==> src/rtl/intc_pkg.sv <==
package intc_pkg;
  typedef enum logic [1:0] {
    SEQ_IDLE = 2'd0,
    SEQ_BASE = 2'd1,
    SEQ_CASC = 2'd2,
    SEQ_OPT  = 2'd3
  } seq_state_t;

  typedef enum logic [2:0] {
    CMD_RAEOI_OFF = 3'd0,
    CMD_EOI       = 3'd1,
    CMD_NOP       = 3'd2,
    CMD_SEOI      = 3'd3,
    CMD_RAEOI_ON  = 3'd4,
    CMD_REOI      = 3'd5,
    CMD_SETPRI    = 3'd6,
    CMD_RSEOI     = 3'd7
  } cmd_t;
endpackage

==> src/rtl/intc_init_seq.sv <==
module intc_init_seq
  import intc_pkg::*;
(
  input  logic       clk,
  input  logic       rst,
  input  logic       start,
  input  logic       single_d,
  input  logic       need4_d,
  input  logic       step,
  output seq_state_t st_q
);
  logic single_q;
  logic need4_q;

  always_ff @(posedge clk) begin
    if (rst) begin
      st_q     <= SEQ_IDLE;
      single_q <= 1'b0;
      need4_q  <= 1'b0;
    end else if (start) begin
      st_q     <= SEQ_BASE;
      single_q <= single_d;
      need4_q  <= need4_d;
    end else if (step) begin
      unique case (st_q)
        SEQ_BASE: st_q <= single_q ? (need4_q ? SEQ_OPT : SEQ_IDLE) : SEQ_CASC;
        SEQ_CASC: st_q <= need4_q ? SEQ_OPT : SEQ_IDLE;
        SEQ_OPT:  st_q <= SEQ_IDLE;
        default:  st_q <= SEQ_IDLE;
      endcase
    end
  end
endmodule

==> src/rtl/intc_prio_pick.sv <==
module intc_prio_pick #(
  parameter int N  = 8,
  parameter int IW = 3
) (
  input  logic [N-1:0]  req,
  input  logic [IW-1:0] rot,
  output logic          valid,
  output logic [IW-1:0] pos
);
  logic [N-1:0] rv;

  // rv[i] is the line that ranks i-th, counting from the rotation pointer
  assign rv    = (req >> rot) | (req << (N - int'(rot)));
  assign valid = |req;

  always_comb begin
    pos = '0;
    for (int i = N - 1; i >= 0; i--) begin
      if (rv[i]) pos = IW'(i);
    end
  end
endmodule

==> src/rtl/intc_core.sv <==
module intc_core #(
  parameter int N         = 8,
  parameter int IW        = 3,
  parameter int CASC_LINE = 2,
  parameter bit IS_MASTER = 1'b1
) (
  input  logic          clk,
  input  logic          rst,
  input  logic          clr,
  input  logic [N-1:0]  irq_in,
  input  logic          mask_we,
  input  logic [N-1:0]  mask_d,
  input  logic          opt_we,
  input  logic          sfnm_d,
  input  logic          aeoi_d,
  input  logic          smm_we,
  input  logic          smm_d,
  input  logic          raeoi_we,
  input  logic          raeoi_d,
  input  logic [N-1:0]  isr_clr,
  input  logic          rot_we,
  input  logic [IW-1:0] rot_d,
  input  logic          ack_req,
  output logic [N-1:0]  irr_q,
  output logic [N-1:0]  isr_q,
  output logic [N-1:0]  imr_q,
  output logic          win_valid,
  output logic [IW-1:0] win_line,
  output logic          top_valid,
  output logic [IW-1:0] top_line
);
  localparam logic [N-1:0] CASC_BIT = IS_MASTER ? (N'(1) << CASC_LINE) : '0;

  logic [N-1:0]  last_q;
  logic [IW-1:0] rot_q;
  logic          smm_q, sfnm_q, aeoi_q, raeoi_q;

  logic [N-1:0]  req_vec, cmp_vec, ack_oh;
  logic          req_v, cur_v, ack_fire;
  logic [IW-1:0] req_pos, cur_pos, top_pos;

  assign req_vec = irr_q & ~imr_q;
  assign cmp_vec = isr_q & (smm_q ? ~imr_q : '1) & (sfnm_q ? ~CASC_BIT : '1);

  intc_prio_pick #(.N(N), .IW(IW)) u_req (.req(req_vec), .rot(rot_q), .valid(req_v),     .pos(req_pos));
  intc_prio_pick #(.N(N), .IW(IW)) u_cur (.req(cmp_vec), .rot(rot_q), .valid(cur_v),     .pos(cur_pos));
  intc_prio_pick #(.N(N), .IW(IW)) u_top (.req(isr_q),   .rot(rot_q), .valid(top_valid), .pos(top_pos));

  assign win_valid = req_v && (!cur_v || (req_pos < cur_pos));
  assign win_line  = req_pos + rot_q;
  assign top_line  = top_pos + rot_q;
  assign ack_fire  = ack_req && win_valid;
  assign ack_oh    = ack_fire ? (N'(1) << win_line) : '0;

  always_ff @(posedge clk) begin
    if (rst || clr) begin
      irr_q   <= '0;
      isr_q   <= '0;
      imr_q   <= '0;
      last_q  <= '0;
      rot_q   <= '0;
      smm_q   <= 1'b0;
      sfnm_q  <= 1'b0;
      aeoi_q  <= 1'b0;
      raeoi_q <= 1'b0;
    end else begin
      last_q <= irq_in;
      irr_q  <= (irr_q | (irq_in & ~last_q)) & ~ack_oh;
      isr_q  <= (isr_q & ~isr_clr) | (aeoi_q ? '0 : ack_oh);
      if (mask_we)  imr_q   <= mask_d;
      if (smm_we)   smm_q   <= smm_d;
      if (raeoi_we) raeoi_q <= raeoi_d;
      if (opt_we) begin
        sfnm_q <= sfnm_d;
        aeoi_q <= aeoi_d;
      end
      if (rot_we)                             rot_q <= rot_d;
      else if (ack_fire && aeoi_q && raeoi_q) rot_q <= win_line + IW'(1);
    end
  end
endmodule

==> src/rtl/intc_prog_port.sv <==
module intc_prog_port
  import intc_pkg::*;
#(
  parameter int NLINES    = 8,
  parameter int CASC_LINE = 2,
  parameter bit IS_MASTER = 1'b1
) (
  input  logic              clk,
  input  logic              rst,
  input  logic              wr_en,
  input  logic              rd_en,
  input  logic              addr,
  input  logic [7:0]        wdata,
  output logic [7:0]        rdata,
  input  logic [NLINES-1:0] irq_in,
  output logic              int_req,
  input  logic              ack,
  output logic [7:0]        vec,
  output logic [7:0]        vec_base
);
  localparam int IW = $clog2(NLINES);

  seq_state_t        st_w;
  logic              wr0, wr1, init_go, ctl_go, cmd_go, poll_rd;
  cmd_t              code;
  logic [NLINES-1:0] irr_w, isr_w, imr_w, isr_clr;
  logic              win_valid, top_valid;
  logic [IW-1:0]     win_line, top_line, rot_d;
  logic              rot_we, raeoi_we;
  logic              poll_q, rsel_q;
  logic [7:0]        base_q;

  assign wr0     = wr_en && !addr;
  assign wr1     = wr_en && addr;
  assign init_go = wr0 && wdata[4];
  assign ctl_go  = wr0 && !wdata[4] && wdata[3];
  assign cmd_go  = wr0 && !wdata[4] && !wdata[3];
  assign code    = cmd_t'(wdata[7:5]);
  assign poll_rd = rd_en && poll_q;

  intc_init_seq u_seq (
    .clk(clk), .rst(rst), .start(init_go),
    .single_d(wdata[1]), .need4_d(wdata[0]),
    .step(wr1), .st_q(st_w)
  );

  always_comb begin
    isr_clr  = '0;
    rot_we   = 1'b0;
    rot_d    = '0;
    raeoi_we = 1'b0;
    if (cmd_go) begin
      unique case (code)
        CMD_RAEOI_OFF, CMD_RAEOI_ON: raeoi_we = 1'b1;
        CMD_EOI, CMD_REOI: begin
          if (top_valid) begin
            isr_clr = NLINES'(1) << top_line;
            rot_we  = (code == CMD_REOI);
            rot_d   = top_line + IW'(1);
          end
        end
        CMD_SEOI: isr_clr = NLINES'(1) << wdata[IW-1:0];
        CMD_SETPRI: begin
          rot_we = 1'b1;
          rot_d  = wdata[IW-1:0] + IW'(1);
        end
        CMD_RSEOI: begin
          isr_clr = NLINES'(1) << wdata[IW-1:0];
          rot_we  = 1'b1;
          rot_d   = wdata[IW-1:0] + IW'(1);
        end
        default: ;
      endcase
    end
  end

  intc_core #(.N(NLINES), .IW(IW), .CASC_LINE(CASC_LINE), .IS_MASTER(IS_MASTER)) u_core (
    .clk(clk), .rst(rst), .clr(init_go), .irq_in(irq_in),
    .mask_we(wr1 && st_w == SEQ_IDLE), .mask_d(wdata[NLINES-1:0]),
    .opt_we(wr1 && st_w == SEQ_OPT), .sfnm_d(wdata[4]), .aeoi_d(wdata[1]),
    .smm_we(ctl_go && wdata[6]), .smm_d(wdata[5]),
    .raeoi_we(raeoi_we), .raeoi_d(wdata[7]),
    .isr_clr(isr_clr), .rot_we(rot_we), .rot_d(rot_d),
    .ack_req(ack || poll_rd),
    .irr_q(irr_w), .isr_q(isr_w), .imr_q(imr_w),
    .win_valid(win_valid), .win_line(win_line),
    .top_valid(top_valid), .top_line(top_line)
  );

  always_ff @(posedge clk) begin
    if (rst) begin
      poll_q <= 1'b0;
      rsel_q <= 1'b0;
      base_q <= '0;
      rdata  <= '0;
      vec    <= '0;
    end else begin
      if (init_go) begin
        poll_q <= 1'b0;
        rsel_q <= 1'b0;
        base_q <= '0;
      end else begin
        if (ctl_go && wdata[2]) poll_q <= 1'b1;
        else if (rd_en)         poll_q <= 1'b0;
        if (ctl_go && wdata[1]) rsel_q <= wdata[0];
        if (wr1 && st_w == SEQ_BASE) base_q <= {wdata[7:IW], {IW{1'b0}}};
      end
      if (rd_en) begin
        if (poll_q)    rdata <= win_valid ? (8'h80 | 8'(win_line)) : 8'h00;
        else if (addr) rdata <= 8'(imr_w);
        else           rdata <= rsel_q ? 8'(isr_w) : 8'(irr_w);
      end
      if (ack) vec <= base_q | 8'(win_valid ? win_line : IW'(NLINES - 1));
    end
  end

  assign int_req  = win_valid;
  assign vec_base = base_q;
endmodule

==> config.mk <==
export PLATFORM = sky130hd
export DESIGN_NAME = intc_prog_port
export DESIGN_NICKNAME = d
export VERILOG_FILES = /design/src/rtl/intc_pkg.sv /design/src/rtl/intc_init_seq.sv /design/src/rtl/intc_prio_pick.sv /design/src/rtl/intc_core.sv /design/src/rtl/intc_prog_port.sv
export SDC_FILE = /design/constraint.sdc
export NUM_CORES = 1
export LEC_CHECK = 0
export ABC_CLOCK_PERIOD_IN_PS = 5110
export CELL_PAD_IN_SITES_DETAIL_PLACEMENT = 1
export CELL_PAD_IN_SITES_GLOBAL_PLACEMENT = 1
export CORE_ASPECT_RATIO = 0.75
export CORE_MARGIN = 2
export CORE_UTILIZATION = 45
export DETAILED_ROUTE_END_ITERATION = 10
export DONT_BUFFER_PORTS = 1
export PLACE_DENSITY = 0.72
export SYNTH_ARGS = -nofsm -noshare
export SYNTH_HDL_FRONTEND = slang
export SYNTH_SLANG_ARGS = --single-unit
==> constraint.sdc <==
create_clock -name clk -period 5.11 [get_ports clk]
set_clock_uncertainty 0.15 [all_clocks]
set_input_delay 1.022 -clock clk [delete_from_list [all_inputs] [get_ports clk]]
set_output_delay 1.022 -clock clk [all_outputs]
set_load 0.01 [all_outputs]
=== Word-level counts from Yosys, hierarchy flattened ===
Index checks and enable logic that the tools add are counted.

* Mux-type cells: 53
* Shift-type cells: 9
* Eq/ne operators: 9
* Add/subtract/negate cells: 6
* Magnitude comparators: 1
* Reductions and logical operators: 37
* Bitwise operators: 16

{| class="wikitable"
|+ Operators with widths
! kind !! count
|-
| left shift 8 x 32 -> 8 bit || 3
|-
| two-way mux 3 bit || 30
|-
| two-way mux 8 bit || 9
|-
| AND 8 bit || 6
|-
| bitwise OR 8 bit || 5
|-
| inverter 8 bit || 4
|-
| OR reduction 8 bit || 3
|-
| left shift 1 x 3 -> 8 bit (first input constant) || 3
|-
| right shift 8 x 3 -> 8 bit || 3
|-
| logical AND 1 bit || 17
|-
| case mux 8 bit (2 select lines) || 1
|-
| equality test 3 bit (second input constant) || 4
|-
| OR reduction 2 bit || 5
|-
| adder 3 x 1 -> 3 bit (second input constant) || 3
|-
| two-way mux 1 bit || 8
|-
| bitwise OR 8 x 3 -> 8 bit || 1
|-
| adder 3 bit || 2
|-
| case mux 3 bit (2 select lines) || 1
|-
| nonzero test 2 bit || 3
|-
| subtractor 4 x 3 -> 5 bit (first input constant) || 1
|-
| equality test 2 bit (second input constant) || 2
|-
| logical NOT 1 bit || 4
|-
| two-way mux 2 bit || 2
|-
| case mux 2 bit (2 select lines) || 1
|-
| 8 further kinds || 10
|}

* Register bits: 66
* Output and inout port bits: 25
* Bits of input ports: 22
* Logic and storage cells: 149

=== Logic depth before layout (Yosys ltp) ===
* Word-level depth: 22
* Mapped depth: 25
* Mapped depth without buffers: 19

=== By module ===
Synthesis repeated with hierarchy kept, for this count alone.

* Cell total of the unflattened synthesis: 720
* Area total of the unflattened synthesis: 6,032.0 µm²

{| class="wikitable"
|+ By module, submodules not included
! module !! sequential area each (µm²) !! area an instance (µm²) !! instances !! cells each
|-
| intc_prio_pick || 0.0 || 810.8 || 3 || 105
|-
| intc_core || 780.7 || 1,863.0 || 1 || 199
|-
| intc_prog_port || 460.4 || 1,535.2 || 1 || 184
|-
| intc_init_seq || 80.1 || 201.4 || 1 || 22
|}

=== Worst setup path before layout ===
OpenSTA, ideal clock, no wires.

* Path kind: flip-flop to output port
* From: register u_core.rot_q[0]
* To: output port int_req
* Setup slack: 0.240 ns
* Data required time: 3.938 ns
* Cell stages (with the launch flop): 19
* Arrival: 3.698 ns
* Cells stage by stage: dfxtp_1 > buf_4 > buf_6 > inv_2 > buf_6 > ha_1 > buf_6 > buf_8 > mux2_4 > nand3_1 > o21ai_0 > o31a_1 > nand2b_1 > o311ai_0 > ha_1 > a21oi_1 > nand3_1 > a2111oi_4 > o22a_2

* Cells in the longest elaborated chain, start to end: 14
* Elaborated cells between the ends (all ways): 26
* Classes of those cells: 1 x add/sub; 1 x order compare; 4 x shift; 16 x mux; 2 x bitwise; 2 x reduce/logical

{| class="wikitable"
|+ Ends and longest elaborated chain
! what !! line !! text
|-
| start, declared || intc_core.sv:35 || <nowiki>logic [IW-1:0] rot_q;</nowiki>
|-
| start signal, assigned || intc_core.sv:77 || <nowiki>if (rot_we) rot_q <= rot_d;</nowiki>
|-
| start signal, assigned || intc_core.sv:78 || <nowiki>else if (ack_fire && aeoi_q && raeoi_q) rot_q <= win_line + IW'(1);</nowiki>
|-
| subtractor 4 x 3 -> 5 bit || intc_prio_pick.sv:13 || <nowiki>assign rv = (req >> rot) | (req << (N - int'(rot)));</nowiki>
|-
| left shift 8 x 32 -> 8 bit || intc_prio_pick.sv:13 ||
|-
| bitwise OR 8 bit || intc_prio_pick.sv:13 ||
|-
| two-way mux 3 bit (8 in a row) || intc_prio_pick.sv:19 || <nowiki>if (rv[i]) pos = IW'(i);</nowiki>
|-
| less-than comparator 3 bit (*) || intc_core.sv:49 || <nowiki>assign win_valid = req_v && (!cur_v || (req_pos < cur_pos));</nowiki>
|-
| logical OR 1 bit (*) || intc_core.sv:49 ||
|-
| logical AND 1 bit (*) || intc_core.sv:49 ||
|-
| end, declared || intc_prog_port.sv:16 || <nowiki>output logic int_req,</nowiki>
|}

Every way passes the cells marked *; elsewhere a longest branch is shown, timed or not.

=== Worst setup path after layout ===
Ends and elaborated chain as after synthesis.

==> impl_metrics.env <==
export IMPL_core_region_area_sq_mm=0.01231
export IMPL_detailedPlace_worstSlack_ns=0.1404
export IMPL_clock_latency_ns=0.34
export IMPL_layout_nets=754
export IMPL_path_class="register to output pin"
export IMPL_crit_path_max_incr_delay_ns=0.40
export IMPL_port_buffers=0
export IMPL_crit_fanout=16
export IMPL_synth_yosys_warnings=0
export IMPL_holdWs_ns=0.3097
export IMPL_syn_cell_area_sq_mm=0.005692
export IMPL_cts_buffers_inserted=9
export IMPL_worst_hold_path_type="register to register"
export IMPL_critical_path_arrival_ns=3.77
export IMPL_avgRoutedWirePerCell_microns=24.09
export IMPL_tritonroute_pass_1_iters=6
export IMPL_synth_xor_xnor_area_share_pct=1.165
export IMPL_synth_edff_count=0
export IMPL_synthDominantCellAreaShare_pct=23.21
export IMPL_swShare_pct=36.82
export IMPL_finalWorstSetupSlack_ns=0.1667
export IMPL_detailedRoute_firstIterationViolations=403
export IMPL_yosys_cell_types_count=89
export IMPL_clock_root_buffer="sky130_fd_sc_hd__clkbuf_16"
export IMPL_mostFrequentLayoutCells="sky130_fd_sc_hd__nand2_1, sky130_fd_sc_hd__nor2_1, sky130_fd_sc_hd__dfxtp_1"
export IMPL_setup_violations_final=0
export IMPL_critPathLaunchType="register"
export IMPL_post_synth_and_or_nand_nor_area_fraction_pct=25.28
export IMPL_fillers=1484
export IMPL_min_period_over_period_pct=96.74
export IMPL_synthTopCellsByArea="sky130_fd_sc_hd__dfxtp_1, sky130_fd_sc_hd__mux2i_1, sky130_fd_sc_hd__ha_1"
export IMPL_die_width_microns=133.9
export IMPL_synth_mux_area_fraction_pct=13.52
export IMPL_postSynth_asyncResetShare_pct=0
export IMPL_num_antenna_cells=0
export IMPL_synth_ff_latch_count=66
export IMPL_cp_num_buf_inv=3
export IMPL_worst_path_dominant_cell_family="simple AND/OR/NAND/NOR gates"
export IMPL_clkSlewWorstSetupHoldPaths_ns=0.06
export IMPL_multiInputGateArea_sq_mm=0.004095
export IMPL_design_die_area_sq_mm=0.01357
export IMPL_syn_to_final_growth_pct=10.77
export IMPL_grt_overflow_total=0
export IMPL_fp_dieH_microns=101.4
export IMPL_tritoncts_num_sinks=66
export IMPL_transition_time_at_the_pin_with_the_least_slew_margin_ns=0.9228
export IMPL_power_per_cell_area_mw_per_mm2=305.7
export IMPL_peakVddDrop_mv=0.1775
export IMPL_finalWirelength_microns=21080
export IMPL_placement_rows=35
export IMPL_clk_path_buf_depth=2
export IMPL_synthesized_area_fraction_occupied_by_ao_oa_aoi_and_oai_cells_pct=23.90
export IMPL_drtAntennaViolNets=0
export IMPL_nature_of_the_critical_path_endpoint="output pin"
export IMPL_power_leakage_nw=2.384
export IMPL_number_of_design_rule_violations_left_after_detail_routing=0
export IMPL_crit_path_cell_trace="inv_2 -> ha_4 -> buf_8 -> and4b_4 -> nor4_4 -> nor2_1 -> or3_1 -> nor2_2 -> buf_4 -> a211oi_2 -> ha_1 -> a21oi_1 -> nand3_2 -> a2111oi_4 -> o22a_4"
export IMPL_synth_seq_area_share_pct=23.21
export IMPL_place_hpwl_microns=15580
export IMPL_grt_pass1_wl_microns=33000
export IMPL_slew_headroom_pct=37.64
export IMPL_timing_critical_path_required_ns=3.94
export IMPL_post_synth_top_area_cell="sky130_fd_sc_hd__dfxtp_1"
export IMPL_antenna_violations_before_repair=0
export IMPL_maxClockFrequency_mhz=202.3
export IMPL_status="complete, no violations"
export IMPL_htree_levels=3
export IMPL_net_switching_component_of_the_power_w=0.0007097
export IMPL_synth_top_family_by_area="simple AND/OR/NAND/NOR gates"
export IMPL_synthesized_area_fraction_occupied_by_adder_cells_pct=6.419
export IMPL_yosys_most_used_dff="sky130_fd_sc_hd__dfxtp_1"
export IMPL_floorplan_initialDensity_pct=46.25
export IMPL_drv_slew=0
export IMPL_floorplan_io_pins=47
export IMPL_post_synthesis_instance_total=709
export IMPL_r2r_setup_slk_ns=0.49
export IMPL_min_period_ns=4.943
export IMPL_layout_commonest_cell="sky130_fd_sc_hd__nand2_1"
export IMPL_max_cap_violations=0
export IMPL_pwr_share_comb_pct=35.4
export IMPL_timing_final_hold_violations=0
export IMPL_number_of_global_route_vias_before_repair=5619
export IMPL_grt_max_degree=73
export IMPL_via_count=5680
export IMPL_slowest_stage="sky130_fd_sc_hd__or3_1"
export IMPL_grtUsageTotal_pct=31.39
export IMPL_syn_area_per_cell_sq_um=8.028
export IMPL_post_route_cells_drive_above_1_share_pct=17.07
export IMPL_power_frac_seq_pct=30.6
export IMPL_avgViaCountPerCell=6.491
export IMPL_sequential_cell_area_sq_mm=0.001324
export IMPL_design_internal_power_w=0.001218
export IMPL_share_clk_of_total_power_pct=33.9
export IMPL_tritoncts_clock_tree="built"
export IMPL_finalWeightedCongestion=0.9496
-- worst register-to-register path, cell delays in order, from the launching register on --
cell and delay, ns:
sky130_fd_sc_hd__dfxtp_2 0.36, sky130_fd_sc_hd__inv_2 0.06, sky130_fd_sc_hd__ha_4 0.27, sky130_fd_sc_hd__buf_8 0.16, sky130_fd_sc_hd__and4b_4 0.21, sky130_fd_sc_hd__nor4_4 0.33
sky130_fd_sc_hd__nor2_1 0.08, sky130_fd_sc_hd__or3_1 0.40, sky130_fd_sc_hd__a211o_1 0.33, sky130_fd_sc_hd__a21boi_2 0.22, sky130_fd_sc_hd__nor3_1 0.08, sky130_fd_sc_hd__ha_1 0.23
sky130_fd_sc_hd__inv_1 0.08, sky130_fd_sc_hd__fa_1 0.53, sky130_fd_sc_hd__inv_1 0.16, sky130_fd_sc_hd__ha_1 0.21, sky130_fd_sc_hd__ha_1 0.26, sky130_fd_sc_hd__mux2i_1 0.20
sky130_fd_sc_hd__o22ai_1 0.15
-- logic make-up (layout without fill, tap and decap cells) --
kind of cell	after synthesis	count (layout)
AOI/OAI and AO/OA	195	195
xor gates and xnor gates	5	5
adders and majority gates	28	28
buffers and inverters	74	72
DFF	66	66
muxes	61	61
other	1	3
and+or+nand+nor	279	279
-- final timing paths --
kind,cells past startpoint,end,start
max,15,int_req,u_core.rot_q[0]
min,2,u_core.sfnm_q,u_core.sfnm_q
max reg2reg,18,u_core.rot_q[2],u_core.rot_q[0]
min reg2reg,2,u_core.sfnm_q,u_core.sfnm_q
-- per-stage QoR --
step | cells | total power [W] | instance area, sq um | util [%] | TNS, ns
2_1_floorplan | 711 | 0.001030 | 5699 | - | 0
3_3_place_gp | 854 | 0.001204 | 5847 | 47.51 | 0
3_5_place_dp | 854 | 0.001221 | 5847 | 47.51 | 0
4_1_cts | 872 | 0.001885 | 6226 | 50.59 | 0
5_1_grt | 875 | 0.002004 | 6305 | 51.24 | -0.009754
6_report | 875 | 0.001927 | 6305 | 51.24 | 0
-- cell type report --
type	count	share of cell area (%)
Multi-Input combinational cell	571	64.95
Sequential cell	66	21.00
Timing Repair Buffer	32	4.326
Clock buffer	11	4.009
Tap cell	166	3.294
Inverter	24	1.429
Clock inverter	5	0.9923
-- registers in the layout, summed over array words and instances (netlist names) --
name            cells
rdata               8
u_core.raeoi_q      1
u_seq.need4_q       1
vec                 8
rsel_q              1
vec_base            5
u_seq.st_q          2
u_core.rot_q        3
u_core.smm_q        1
u_core.sfnm_q       1
u_core.irr_q        8
poll_q              1
u_seq.single_q      1
u_core.aeoi_q       1
u_core.last_q       8
u_core.imr_q        8
u_core.isr_q        8
-- power by group through the flow --
| stage | sequential, W | clock, W | combinational [W] |
|---|---|---|---|
| 3_3_place_gp | 0.000598 | 0 | 0.000606 |
| 5_1_grt | 0.000593 | 0.000677 | 0.000734 |
| 3_5_place_dp | 0.000600 | 0 | 0.000620 |
| 4_1_cts | 0.000589 | 0.000658 | 0.000638 |
| 6_report | 0.000591 | 0.000654 | 0.000682 |
| 2_1_floorplan | 0.000580 | 0 | 0.000450 |
-- synthesized netlist by cell type (all sizes together) (3+ instances only) --
master,count
o211ai,5
nor4,5
a31oi,3
a221oi,5
inv,23
a22oi,3
nor2,69
nor2b,27
xor2,3
nor3,10
nor4bb,4
ha,26
nor4b,3
o2111ai,5
and2,13
o21ai,44
nand2b,21
a32o,3
a21boi,5
dfxtp,66
mux2,11
and3,7
o31ai,3
mux4,10
o221ai,7
o21a,4
o22ai,13
a211oi,5
nand3,33
mux2i,40
a21bo,6
nand2,72
a311oi,4
buf,29
clkbuf,21
a21oi,61
-- timing repair --
action | 4_1_cts | 5_1_grt
pin swaps | 5 | 6
resized for setup | 11 | 12
hold buffers | 0 | 0
setup endpoints to repair | 1 | 1
setup buffers | 2 | 3
-- routing by layer --
metal  part of all wire (%)  vias up  track usage, %
met5                      0        -               0
met4                    2.2        0           8.429
met3                    7.3       34           5.355
met2                     43      234           47.77
met1                     47     2855           45.93
li1                       -     2557               -
(Power assumes the default switching activity.)
